===== config.mk =====
export PLATFORM = sky130hd
export DESIGN_NAME = acc_logic_unit
export DESIGN_NICKNAME = d
export VERILOG_FILES = /design/src/rtl/acc_pkg.sv /design/src/rtl/acc_bitops.sv /design/src/rtl/acc_adder.sv /design/src/rtl/acc_flags.sv /design/src/rtl/acc_logic_unit.sv
export SDC_FILE = /design/constraint.sdc
export NUM_CORES = 1
export LEC_CHECK = 0
export BUFFER_PORTS_ARGS = -buffer_cell sky130_fd_sc_hd__clkbuf_2
export CORE_UTILIZATION = 30
export CTS_CLUSTER_DIAMETER = 120
export DETAILED_ROUTE_END_ITERATION = 8
export HOLD_SLACK_MARGIN = 0.03
export PLACE_DENSITY_LB_ADDON = 0.1
export SLEW_MARGIN = 5
export SYNTH_ARGS = -nofsm -noshare
export SYNTH_HDL_FRONTEND = slang
export SYNTH_SLANG_ARGS = --single-unit

===== constraint.sdc =====
create_clock -name clk -period 9.7 [get_ports clk]
set_input_delay 0.97 -clock clk [delete_from_list [all_inputs] [get_ports clk]]
set_output_delay 0.97 -clock clk [all_outputs]
set_load 0.02 [all_outputs]

===== src/rtl/acc_pkg.sv =====
package acc_pkg;
  localparam int unsigned OP_CLR_AC = 0;
  localparam int unsigned OP_CLR_E  = 1;
  localparam int unsigned OP_CMP_AC = 2;
  localparam int unsigned OP_CMP_E  = 3;
  localparam int unsigned OP_ROR    = 4;
  localparam int unsigned OP_ROL    = 5;
  localparam int unsigned OP_INC    = 6;
  localparam int unsigned OP_AND    = 7;
  localparam int unsigned OP_ADD    = 8;
  localparam int unsigned OP_LOAD   = 9;
  localparam int unsigned OP_INP    = 10;
  localparam int unsigned NUM_OPS   = 11;

  typedef struct packed {
    logic pos;
    logic neg;
    logic acz;
    logic ez;
  } cond_flags_t;
endpackage


===== src/rtl/acc_bitops.sv =====
module acc_bitops #(
  parameter int unsigned W  = 16,
  parameter int unsigned IW = 8
) (
  input  logic [W-1:0]  ac,
  input  logic          e,
  input  logic [W-1:0]  dr,
  input  logic [IW-1:0] inp,
  output logic [W-1:0]  ac_not,
  output logic [W-1:0]  ac_and,
  output logic [W-1:0]  ac_ror,
  output logic          e_ror,
  output logic [W-1:0]  ac_rol,
  output logic          e_rol,
  output logic [W-1:0]  ac_inp
);
  localparam int unsigned HI = W - IW;

  assign ac_not = ~ac;
  assign ac_and = ac & dr;
  assign ac_ror = {e, ac[W-1:1]};
  assign e_ror  = ac[0];
  assign ac_rol = {ac[W-2:0], e};
  assign e_rol  = ac[W-1];

  generate
    if (HI > 0) begin : g_merge
      assign ac_inp = {ac[W-1:IW], inp};
    end else begin : g_full
      assign ac_inp = inp[W-1:0];
    end
  endgenerate
endmodule


===== src/rtl/acc_adder.sv =====
module acc_adder #(
  parameter int unsigned W = 16
) (
  input  logic [W-1:0] ac,
  input  logic [W-1:0] dr,
  input  logic         use_one,
  output logic [W-1:0] sum,
  output logic         carry
);
  logic [W-1:0] operand;
  logic [W:0]   full;

  assign operand = use_one ? W'(1) : dr;
  assign full    = {1'b0, ac} + {1'b0, operand};
  assign sum     = full[W-1:0];
  assign carry   = full[W];
endmodule


===== src/rtl/acc_flags.sv =====
module acc_flags #(
  parameter int unsigned W = 16
) (
  input  logic [W-1:0]        ac,
  input  logic                e,
  output acc_pkg::cond_flags_t flags
);
  always_comb begin
    flags.pos = ~ac[W-1];
    flags.neg = ac[W-1];
    flags.acz = (ac == '0);
    flags.ez  = ~e;
  end
endmodule


===== src/rtl/acc_logic_unit.sv =====
module acc_logic_unit #(
  parameter int unsigned W  = 16,
  parameter int unsigned IW = 8
) (
  input  logic                        clk,
  input  logic                        rst,
  input  logic [acc_pkg::NUM_OPS-1:0] op_cmd,
  input  logic [W-1:0]                dr_in,
  input  logic [IW-1:0]               inp_in,
  output logic [W-1:0]                ac_out,
  output logic                        e_out,
  output logic                        flag_pos,
  output logic                        flag_neg,
  output logic                        flag_acz,
  output logic                        flag_ez
);
  import acc_pkg::*;

  logic [W-1:0] ac_q, ac_nx;
  logic         e_q, e_nx;
  cond_flags_t  flg_q, flg_nx;

  logic [W-1:0] r_not, r_and, r_ror, r_rol, r_inp, r_sum;
  logic         e_ror, e_rol, r_carry;

  acc_bitops #(.W(W), .IW(IW)) u_bitops (
    .ac(ac_q), .e(e_q), .dr(dr_in), .inp(inp_in),
    .ac_not(r_not), .ac_and(r_and),
    .ac_ror(r_ror), .e_ror(e_ror),
    .ac_rol(r_rol), .e_rol(e_rol),
    .ac_inp(r_inp)
  );

  acc_adder #(.W(W)) u_adder (
    .ac(ac_q), .dr(dr_in), .use_one(op_cmd[OP_INC]),
    .sum(r_sum), .carry(r_carry)
  );

  always_comb begin
    ac_nx = ac_q;
    e_nx  = e_q;
    if (op_cmd[OP_CLR_AC]) ac_nx = '0;
    if (op_cmd[OP_CLR_E])  e_nx  = 1'b0;
    if (op_cmd[OP_CMP_AC]) ac_nx = r_not;
    if (op_cmd[OP_CMP_E])  e_nx  = ~e_q;
    if (op_cmd[OP_ROR]) begin
      ac_nx = r_ror;
      e_nx  = e_ror;
    end
    if (op_cmd[OP_ROL]) begin
      ac_nx = r_rol;
      e_nx  = e_rol;
    end
    if (op_cmd[OP_INC])  ac_nx = r_sum;
    if (op_cmd[OP_AND])  ac_nx = r_and;
    if (op_cmd[OP_ADD]) begin
      ac_nx = r_sum;
      e_nx  = r_carry;
    end
    if (op_cmd[OP_LOAD]) ac_nx = dr_in;
    if (op_cmd[OP_INP])  ac_nx = r_inp;
  end

  acc_flags #(.W(W)) u_flags (.ac(ac_nx), .e(e_nx), .flags(flg_nx));

  always_ff @(posedge clk) begin
    if (rst) begin
      ac_q  <= '0;
      e_q   <= 1'b0;
      flg_q <= '{pos: 1'b1, neg: 1'b0, acz: 1'b1, ez: 1'b1};
    end else begin
      ac_q  <= ac_nx;
      e_q   <= e_nx;
      flg_q <= flg_nx;
    end
  end

  assign ac_out   = ac_q;
  assign e_out    = e_q;
  assign flag_pos = flg_q.pos;
  assign flag_neg = flg_q.neg;
  assign flag_acz = flg_q.acz;
  assign flag_ez  = flg_q.ez;
endmodule


-- Yosys cells after proc, flatten, opt, wreduce, memory -nomap -nowiden
Cells that the tools add are included.
- $add $sub $neg: 1
- mux-type cells: 15
- bitwise logic cells: 5
- reductions and logical operators: 1
- operator list (kind ; count):
    two-way mux 16 bit ; 10
    adder 16 x 16 -> 17 bit ; 1
    bitwise AND 16 bit ; 1
    zero test 16 bit ; 1
    NOT 16 bit ; 1
    two-way mux 1 bit ; 5
    NOT 1 bit ; 3
- bits in registers: 21
- input port bits: 37
- output and inout port bits: 21
- logic and storage cells: 28

-- Depth between registers and ports, before layout
- depth after elaboration: 10
- depth in mapped cells: 14
- depth with buffers taken out: 11

-- Hierarchy
From an unflattened synthesis, not the netlist that was laid out.
- cell total of the unflattened synthesis: 479
- area, all modules: 3513.4 sq um
- modules (own cells, without submodules) (module ; times used ; cells each ; area each (sq um) ; sequential area each (sq um)):
    acc_logic_unit ; 1 ; 262 ; 1969.4 ; 420.4
    acc_adder ; 1 ; 127 ; 959.7 ; 0.0
    acc_bitops ; 1 ; 82 ; 535.5 ; 0.0
    acc_flags ; 1 ; 8 ; 48.8 ; 0.0

-- Least setup slack after synthesis
OpenSTA, ideal clock, no wires.
- path type: input port to flip-flop
- start point: input op_cmd[6] in the netlist's numbering
- end point: register flg_q (netlist bit flag_acz)
- setup time: 0.060 ns
- arrival: 4.426 ns
- required time: 9.640 ns
- path slack: 5.213 ns
- stages on the path: 14
- buffers on the path: 3
- cell sequence: buf_1 -> clkbuf_1 -> clkbuf_1 -> or2_2 -> ha_1 -> fa_1 -> a21o_1 -> a221oi_2 -> or4b_1 -> o211a_1 -> nand4b_1 -> or4_1 -> nor4b_2 -> a41o_1
- word-level cells in the longest chain between the ends: 8
- ends and longest elaborated chain (item ; RTL line ; source):
    from (decl) ; acc_logic_unit.sv:7 ; input logic [acc_pkg::NUM_OPS-1:0] op_cmd,
    two-way mux 16 bit ; acc_adder.sv:13 ; assign operand = use_one ? W'(1) : dr;
    adder 16 x 16 -> 17 bit ; acc_adder.sv:14 ; assign full = {1'b0, ac} + {1'b0, operand};
    two-way mux 16 bit ; acc_logic_unit.sv:54 ; if (op_cmd[OP_INC]) ac_nx = r_sum;
    two-way mux 16 bit ; acc_logic_unit.sv:55 ; if (op_cmd[OP_AND]) ac_nx = r_and;
    two-way mux 16 bit * ; acc_logic_unit.sv:56 ; if (op_cmd[OP_ADD]) begin
    two-way mux 16 bit * ; acc_logic_unit.sv:60 ; if (op_cmd[OP_LOAD]) ac_nx = dr_in;
    two-way mux 16 bit * ; acc_logic_unit.sv:61 ; if (op_cmd[OP_INP]) ac_nx = r_inp;
    zero test 16 bit * ; acc_flags.sv:11 ; flags.acz = (ac == '0);
    to (signal assigned) ; acc_logic_unit.sv:70 ; flg_q <= '{pos: 1'b1, neg: 1'b0, acz: 1'b1, ez: 1'b1};
    to (signal assigned) ; acc_logic_unit.sv:74 ; flg_q <= flg_nx;
    to (decl) ; acc_logic_unit.sv:21 ; cond_flags_t flg_q, flg_nx;
Mark *: on every way between the ends. The rest lies on a longest branch, timed or not.
A chain may end at the register's enable or synchronous reset.

-- Final worst setup path
Ends and elaborated chain as after synthesis.

==> impl_metrics.json <==
{
  "run_status": "completed",
  "finalCoreUtilization_pct": 35.1,
  "place_ws_ns": 5.02,
  "slew_headroom_pct": 49.9,
  "ys_seq_area_share_pct": 13.7,
  "core_area_um2": 9330,
  "antenna_found_initial": 0,
  "firstDrtPassIters": 6,
  "clk_latency_ns": 0.27,
  "stdcell_area_um2": 3280,
  "wl_per_cell_um": 18.4,
  "setup_ws_ns": 5.31,
  "dp_hpwl_mm": 8.09,
  "syn-instance-count": 429,
  "regToRegSetupSlack_ns": 6.36,
  "nFillCells": 1021,
  "cts_setup_buffers": 0,
  "synth_commonest_cells": "nand2_1 (47), a21oi_1 (41), nor2b_1 (36)",
  "post_cts_resized": 0,
  "placed_area_um2": 3240,
  "nNetsFinal": 515,
  "crit_fanout": 30,
  "cp-end-kind": "flip-flop",
  "synth_seq_cells": 20,
  "hold_path_depth": 2,
  "yosys.cell_count.top_type": "nand2_1",
  "yosys.area_share.simple_pct": 33.9,
  "synth_area_leaders": "dfxtp_1 (14%), nor2b_1 (7.7%), a21oi_1 (7.0%)",
  "drc_errors": 0,
  "multi_input_area_um2": 2340,
  "muxShareOfSynthArea_pct": 2.75,
  "r2r_start": "ac_out[0]$_SDFF_PP0_",
  "grt_first_pass_wirelength_mm": 17.3,
  "finalHoldViolCount": 0,
  "power_density_nw_per_um2": 96.0,
  "whs_ns": 0.753,
  "final-setup-viol-count": 0,
  "final_cells": 588,
  "h-tree-depth": 1,
  "worstSetupPathType": "in -> reg",
  "fmax_mhz": 228,
  "worstPathArrival_ns": 4.61,
  "drive_gt1_share_pct": 15.5,
  "vias": 3377,
  "ir_worst_vdd_mv": 0.0535,
  "synth_top_area_share_pct": 13.7,
  "wl_mm": 10.8,
  "area_growth_pct": 12.4,
  "synthAdderAreaFrac_pct": 7.55,
  "clock-root-buffer": "clkbuf_8",
  "start_util_pct": 31.3,
  "synth_top_family_by_area": "compound AO/OA/AOI/OAI gates",
  "period_share_pct": 45.3,
  "cp.buffers_inverters": 1,
  "maxCapViolations": 0,
  "fin_skew_ns": 0.00922,
  "worst_pin_slew_ns": 0.749,
  "critPathLaunchType": "input pin",
  "yosysWarnings": 0,
  "drtAntennaViolNets": 0,
  "synth_compound_area_share_pct": 34.7,
  "grt_max_degree": 36,
  "grt_pass1_vias": 3063,
  "ios": 58,
  "path_cells": "clkbuf_2 > or2_2 > ha_1 > fa_1 > a21o_1 > a21oi_1 > xnor2_1 > o311ai_0 > nand3_1 > or4_1 > nor4b_2 > a41o_1",
  "synth_cell_type_count": 69,
  "tritoncts": "yes",
  "cts_hold_buf": 0,
  "portBuffers": 57,
  "numCtsBuffers": 3,
  "leakagePower_nw": 1.35,
  "clkTransAtPathRegs_ns": 0.09,
  "ys.flop_type": "dfxtp_1",
  "regArea_um2": 400,
  "final_max_slew_viol_count": 0,
  "reg2reg_to": "flag_acz$_SDFF_PP1_",
  "gr-usage-all-layers_pct": 22.0,
  "die_y_um": 101,
  "syn_nets": 483,
  "die_width_um": 101,
  "dpl.cell_count": 585,
  "p_total_mw": 0.315,
  "crit_required_ns": 9.92,
  "synth_edf_count": 0,
  "cts_buffer_depth": 2,
  "synth_xor_area_share_pct": 1.50,
  "r2r.worst_path.cells": 10,
  "hp-start": "ac_out[11]$_SDFF_PP0_",
  "n_antenna_cell": 0,
  "cp_top_family": "simple AND/OR/NAND/NOR gates",
  "syn_avg_cell_area_um2": 6.80,
  "hp-class": "reg -> reg",
  "rows": 35,
  "finalSetupTns_ns": 0,
  "drtIter0Drc": 311,
  "slowest_stage": "or4_1",
  "post_drt_via_cell_ratio": 5.74,
  "min_period_ns": 4.39,
  "min_to": "ac_out[11]$_SDFF_PP0_",
  "synth_area_um2": 2920,
  "gp_congestion": 0.859,
  "rsz0062_at_grt": "no",
  "gr-total-overflow": 0,
  "clock_sinks": 20,
  "dieArea_um2": 10100,
  "max_stage_delay_ns": 0.54,
  "yosys.area.top_type": "dfxtp_1",
  "synthArstFlopShare_pct": 0
}
cell usage in the layout, fill, tap and decap left out, drive strengths merged, types with 4 or more instances in the layout:
master / count
a31oi: 10
nand2b: 8
o21ai: 32
o31ai: 5
inv: 10
nand2: 47
a211oi: 13
nor2b: 37
nor2: 31
and3: 8
nor3b: 10
nand3: 16
a211o: 4
o311ai: 5
nor3: 10
mux2i: 8
a21o: 5
clkbuf: 60
xnor2: 4
ha: 16
dfxtp: 20
a21oi: 41
metal layers:
| metal | vias to the layer above | part of all wire, % | global-route usage [%] |
|---|---|---|---|
| met5 | - | 0 | 0 |
| met4 | 0 | 0.74 | 3.34 |
| met3 | 4 | 5.7 | 3.68 |
| met2 | 111 | 42 | 33.1 |
| met1 | 1597 | 51 | 33.1 |
| li1 | 1665 | - | - |
where the power goes:
group	internal (mW)	switching [mW]	total (mW)	leakage [nW]
Sequential	0.0887	0.0155	0.104	0.166
Combinational	0.0582	0.0909	0.149	1.16
Clock	0.0278	0.0335	0.0614	0.0216
Total	0.175	0.140	0.315	1.35
kinds of logic after synthesis:
group | count (synthesis)
and+or+nand+nor | 186
AOI/OAI and AO/OA | 152
buffers and inverters | 41
DFF | 20
adders and majority gates | 17
muxes | 8
xor gates and xnor gates | 5
registers in the layout (all words and copies together), names as in the netlist:
| name | flops |
|---|---|
| ac_out | 16 |
| e_out | 1 |
| flag_acz | 1 |
| flag_ez | 1 |
| flag_pos | 1 |
cell type report:
class	instances	area share, %
timing repair buffer	58	8.93
tap	129	4.93
clock buffer	3	1.26
inverter	10	1.15
multi-input combinational	368	71.5
sequential	20	12.2
worst register-to-register path, delay by kind of cell, from the launching register on:
family	cells	cell delay [ns]
fa+ha+maj	2	0.73
compound gates	4	1.10
xor+xnor	1	0.08
flops	1	0.42
simple gates	3	0.97
worst max path at each step:
stage	from	end	depth (start not counted)	slack [ns]
finish	op_cmd[6]	flag_acz$_SDFF_PP1_	12	5.31
global route	op_cmd[6]	flag_acz$_SDFF_PP1_	12	5.05
CTS	op_cmd[6]	flag_acz$_SDFF_PP1_	12	5.32
detailed placement	op_cmd[6]	flag_acz$_SDFF_PP1_	12	5.02
global placement	op_cmd[6]	flag_acz$_SDFF_PP1_	12	5.11
floorplan	op_cmd[6]	flag_acz$_SDFF_PP1_	14	5.21
(Power assumes the default switching activity.)
